File: src/rtl/otp_isp_seq.sv
module otp_isp_seq #(
  parameter int AW = 13,
  parameter int DW = 8
) (
  input  logic          clk,
  input  logic          rst_n,
  input  logic          reg_wr,
  input  logic [2:0]    reg_addr,
  input  logic [DW-1:0] reg_wdata,
  output logic [DW-1:0] reg_rdata,
  input  logic          idle_enter,
  input  logic          timer_wake,
  input  logic          hv_present,
  output logic [AW-1:0] otp_addr,
  output logic [DW-1:0] otp_wdata,
  input  logic [DW-1:0] otp_rdata,
  output logic          otp_prog,
  output logic          otp_vsense,
  output logic          otp_sig,
  output logic          otp_dc_read
);
  localparam int HW = AW - 8;
  localparam logic [2:0] A_MODE = 3'd0, A_DATA = 3'd1, A_AHI = 3'd2,
                         A_ALO = 3'd3, A_TEST = 3'd4;
  localparam logic [DW-1:0] DCREAD = DW'(8'h08);

  typedef enum logic [1:0] {S_REST, S_PROG, S_VER} st_t;
  st_t st;

  logic          isp_en, wr_en, sig_sel, err;
  logic [DW-1:0] data_q, test_q;
  logic [HW-1:0] ahi_q;
  logic [7:0]    alo_q;

  wire wr_mode = reg_wr && reg_addr == A_MODE;
  wire armed   = isp_en && hv_present;
  wire go_prog = idle_enter && st == S_REST && armed && wr_en && !sig_sel;
  wire go_ver  = idle_enter && st == S_REST && armed && !wr_en;
  wire bad_hv  = idle_enter && st == S_REST && isp_en && wr_en && !hv_present;

  always_ff @(posedge clk) begin
    if (!rst_n) begin
      st <= S_REST;
    end else if (st != S_REST && timer_wake) begin
      st <= S_REST;
    end else if (go_prog) begin
      st <= S_PROG;
    end else if (go_ver) begin
      st <= S_VER;
    end
  end

  always_ff @(posedge clk) begin
    if (!rst_n) begin
      isp_en  <= 1'b0;
      wr_en   <= 1'b0;
      sig_sel <= 1'b0;
      err     <= 1'b0;
      data_q  <= '0;
      ahi_q   <= '0;
      alo_q   <= '0;
      test_q  <= '0;
    end else begin
      if (wr_mode) begin
        isp_en  <= reg_wdata[0];
        wr_en   <= reg_wdata[1];
        sig_sel <= reg_wdata[2];
        if (reg_wdata[4]) err <= 1'b0;
        if (isp_en && !reg_wdata[0]) test_q <= '0;
      end
      if (bad_hv) err <= 1'b1;
      if (reg_wr && reg_addr == A_DATA) data_q <= reg_wdata;
      if (st == S_VER && timer_wake) data_q <= otp_rdata;
      if (reg_wr && reg_addr == A_AHI) ahi_q <= reg_wdata[HW-1:0];
      if (reg_wr && reg_addr == A_ALO) alo_q <= reg_wdata[7:0];
      if (reg_wr && reg_addr == A_TEST) test_q <= reg_wdata;
    end
  end

  always_comb begin
    reg_rdata = '0;
    case (reg_addr)
      A_MODE: reg_rdata = DW'({3'b000, err, hv_present, sig_sel, wr_en, isp_en});
      A_DATA: reg_rdata = data_q;
      A_AHI:  reg_rdata = DW'(ahi_q);
      A_ALO:  reg_rdata = DW'(alo_q);
      A_TEST: reg_rdata = test_q;
      default: reg_rdata = '0;
    endcase
  end

  assign otp_addr    = {ahi_q, alo_q};
  assign otp_wdata   = data_q;
  assign otp_prog    = st == S_PROG && !timer_wake;
  assign otp_vsense  = st == S_VER && !timer_wake;
  assign otp_sig     = sig_sel;
  assign otp_dc_read = test_q == DCREAD;
endmodule


File: config.mk
export PLATFORM = sky130hd
export DESIGN_NAME = otp_isp_seq
export DESIGN_NICKNAME = d
export VERILOG_FILES = /design/src/rtl/otp_isp_seq.sv
export SDC_FILE = /design/constraint.sdc
export NUM_CORES = 1
export LEC_CHECK = 0
export ABC_AREA = 1
export BUFFER_PORTS_ARGS = -buffer_cell sky130_fd_sc_hd__buf_2
export CAP_MARGIN = 10
export CELL_PAD_IN_SITES_DETAIL_PLACEMENT = 0
export CELL_PAD_IN_SITES_GLOBAL_PLACEMENT = 1
export CORE_ASPECT_RATIO = 0.9
export CORE_UTILIZATION = 36
export CTS_CLUSTER_SIZE = 20
export DETAILED_ROUTE_END_ITERATION = 6
export GPL_ROUTABILITY_DRIVEN = 0
export GPL_TIMING_DRIVEN = 1
export PLACE_DENSITY_LB_ADDON = 0.1
export SLEW_MARGIN = 5
export SYNTH_ARGS = -nofsm -noshare
export SYNTH_HDL_FRONTEND = slang
export SYNTH_SLANG_ARGS = --single-unit
File: constraint.sdc
create_clock -name clk -period 2.9 [get_ports clk]
set_clock_uncertainty 0.15 [all_clocks]
set_input_delay 0.145 -clock clk [delete_from_list [all_inputs] [get_ports clk]]
set_output_delay 0.145 -clock clk [all_outputs]
set_load 0.02 [all_outputs]
==> summary.md <==
| Metric | Value |
|---|---|
| Cell with the most instances after synthesis | `nand2_1` |
| Root Buffer Master | `clkbuf_8` |
| Detail Route Antenna Nets | `0` |
| Comb power frac | `0.135` |
| Reg2Reg Launch Point | `st[0]$_SDFFE_PP0P_` |
| Initial core utilization | `0.387` |
| Num CTS Buffers | `5` |
| Clock-pin transition on the worst setup and hold timing paths | `0.07 ns` |
| CP required | `just under 3 ns` |
| H-tree Lvls | `2` |
| FP Rows | `23` |
| Sw power | `0.000276 W` |
| Via-per-instance ratio | `4.77` |
| Sw Share | `0.280` |
| Setup tns final | `0 ns` |
| Worst IR Drop VDD | `0.233 mV` |
| CTS tree | `done` |
| # diodes | `0` |
| Hold Path Depth | `3` |
| Clk buf depth | `2` |
| Largest net degree at the start of global routing | `26` |
| Hpwl dp | `roughly 3.7 mm` |
| CP arrival | `1.86 ns` |
| Sequential power share | `0.512` |
| Synth async-reset ratio | `0` |
| Number of global-route vias before repair | `1,520` |
| Worst-skew pair later-pin latency | `0.28 ns` |
| Internal Dissipation | `0.000708 W` |
| GRT Total Usage | `0.198` |
| Launch point of the worst hold path | `reg_wdata[7]` |
| Area of the die | `~5200 um2` |
| Slew HR | `0.453` |
| Synth top cells by count | `58 x nand2_1, 43 x inv_1, 39 x nor2_1` |
| Final Cycle Share | `0.615` |
| First-pass GRT wire length | `7.73 mm` |
| Critical path class | `reg -> reg` |
| GR Overflow Total | `0` |
| Worst reg-to-reg path cell count | `5` |
| Initial antenna violation count | `0` |
| Remaining DRCs | `0` |
| CP Max Fanout | `25` |
| FMAX | `560 MHz` |
| CP delay by family, top | `simple AND/OR/NAND/NOR gates` |
| Synthesized net count | `298` |
| PortBufs | `57` |
| Minimum clock period | `1.78 ns` |
| Critical Path End Type | `flip-flop` |
| R2R Setup Slk | `1.12 ns` |
| CP dominant cell by count | `nor2_1` |
| Sequential element share of the synthesized area | `0.395` |
| Yosys warns | `0` |
| CP Buf/Inv Count | `1` |
| Ys flop type | `dfxtp_1` |
| Clock share of power | `0.352` |
| Total wire length | `roughly 5.1 mm` |
| Synth Area per Inst | `~6.5 um2` |
| WHS Endpoint | `test_q[7]$_SDFFE_PN0P_` |
| Synth top area cells | `dfxtp_1 40%, nand2_1 12%, inv_1 9.1%` |
| #FFs+latches synth | `35` |
| WHS | `about 0.0060 ns` |
| DP Area | `between 2000 and 2500 um2` |
| Total number of vias | `roughly 1.9k` |
| Final net count | `358` |
| Synth top area share | `0.395` |
| Reg-to-Reg End | `otp_wdata[2]$_SDFFE_PN0P_` |
| Final setup vio count | `0` |
| RSZ-0062 raised after global routing | `false` |
| Power, Total | `0.000984 W` |
| Pre-antenna DRT Iters | `4` |
| Final Hold Viols | `0` |
| Worst min path class | `in -> reg` |
| Final core area utilization | `0.482` |
| Top-Level Pins | `58` |
| Initial DRC count | `126` |
| Clock sinks | `35` |
| Max-slew violation count | `0` |
| Die Height | `68.6 um` |
| Max-Cap Viols | `0` |
| Area added between synthesis and finish | `24.3%` |
| Fin area | `2200 um2` |
| Synthesized cell area | `1770 um2` |
| Post-synth EDFFs | `0` |
| Mapped Cells | `273` |
| Worst path slowest cell | `nand3_1` |
| Status | `finished clean` |
| Layout cells sized above 1 | `0.210` |
| Die Wd | `76.0 um` |
| CORE AREA | `4580 um2` |
| WL/cell | `13.0 um` |
| Power Dens Cells | `roughly 450 nW/um2` |
| Post-synth top area cell | `dfxtp_1` |
| Library cells used by synthesis | `24` |
| CP Depth | `5` |
| Slowest cell delay on critical path | `0.57 ns` |
| LEAKAGE | `between 1 and 1.5 nW` |
| Worst Tran Pin Value | `between 0.8 and 0.9 ns` |
| Startpoint Class | `flip-flop` |
| Critical path cell sequence | `inv_1, nand3_1, o21ai_0, nor2_1, nor2_1` |
[metal layers]
layer | wire length, um | global-route usage
met3 | 242 | 0.0408
met1 | 2670 | 0.280
met2 | 2180 | 0.305
met5 | 0 | 0
met4 | 36 | 0.0601
[how the worst max path moves through the flow]
stage	end	slack, ns	from
2_1_floorplan	reg_rdata[5]	1.57	reg_addr[2]
4_1_cts	otp_wdata[0]$_SDFFE_PN0P_	1.10	st[0]$_SDFFE_PP0P_
3_5_place_dp	otp_wdata[2]$_SDFFE_PN0P_	1.14	st[0]$_SDFFE_PP0P_
5_1_grt	otp_wdata[0]$_SDFFE_PN0P_	0.88	st[0]$_SDFFE_PP0P_
3_3_place_gp	otp_wdata[6]$_SDFFE_PN0P_	1.17	st[0]$_SDFFE_PP0P_
6_report	otp_wdata[2]$_SDFFE_PN0P_	1.12	st[0]$_SDFFE_PP0P_
[logic make-up after synthesis]
logic type | share of synthesized area
and+or+nand+nor | 0.324
buffers and inverters | 0.120
DFF | 0.395
AOI/OAI and AO/OA | 0.161
[power groups by stage]
stage          Combinational (W)  Sequential [W]  Clock, W
2_1_floorplan          0.0000619        0.000528         0
3_3_place_gp            0.000130        0.000515         0
3_5_place_dp            0.000130        0.000515         0
4_1_cts                 0.000134        0.000504  0.000352
5_1_grt                 0.000148        0.000506  0.000372
6_report                0.000133        0.000504  0.000347
[metrics by stage]
| step | setup slack [ns] | instances |
|---|---|---|
| 2_1_floorplan | 1.57 | 273 |
| 3_3_place_gp | 1.17 | 385 |
| 3_5_place_dp | 1.14 | 385 |
| 4_1_cts | 1.10 | 396 |
| 5_1_grt | 0.882 | 396 |
| 6_report | 1.12 | 396 |
[registers in the layout, summed over array words and instances (netlist names)]
register and count:
ahi_q 5, alo_q 8, err 1, isp_en 1
otp_sig 1, otp_wdata 8, st 2, test_q 8
wr_en 1
[layout make-up]
type	instances	area (um2)
clock inverter	1	5.00
fill	500	2370
sequential	35	701
tap	62	77.6
timing repair buffer	60	315
clock buffer	7	76.3
inverter	45	169
multi-input combinational	186	860
[cell usage in the layout (no fill, tap or decap)]
cell type      netlist  layout
a21oi_1             21      21
buf_2                1      57
clkbuf_1             1       2
clkbuf_8             0       5
clkinv_2             0       1
dfxtp_1             35      35
dlygate4sd3_1        0       3
inv_1               43      43
inv_2                2       2
nand2_1             58      58
nand2_2              1       1
nand2_4              1       1
nand3_1             23      23
nand3_2              1       1
nand4_1              4       4
nor2_1              39      39
nor2_4               1       1
nor3_1               3       3
nor3_4               1       1
o21ai_0             27      27
o221ai_1             3       3
o22ai_1              3       3
[tightest hold or removal path, delay by kind of cell]
kind | cells | cell delay (ns)
AND/OR/NAND/NOR | 1 | 0.06
AO/OA/AOI/OAI | 1 | 0.06
buffers and inverters | 1 | 0.12
[repair_timing]
item / CTS / global route
hold buffers: 3 / 0
gates resized for setup: 0 / 0
buffers inserted: 0 / 0
endpoints found under the hold margin: 3 / 0
Power figures use the tool's default switching activity.
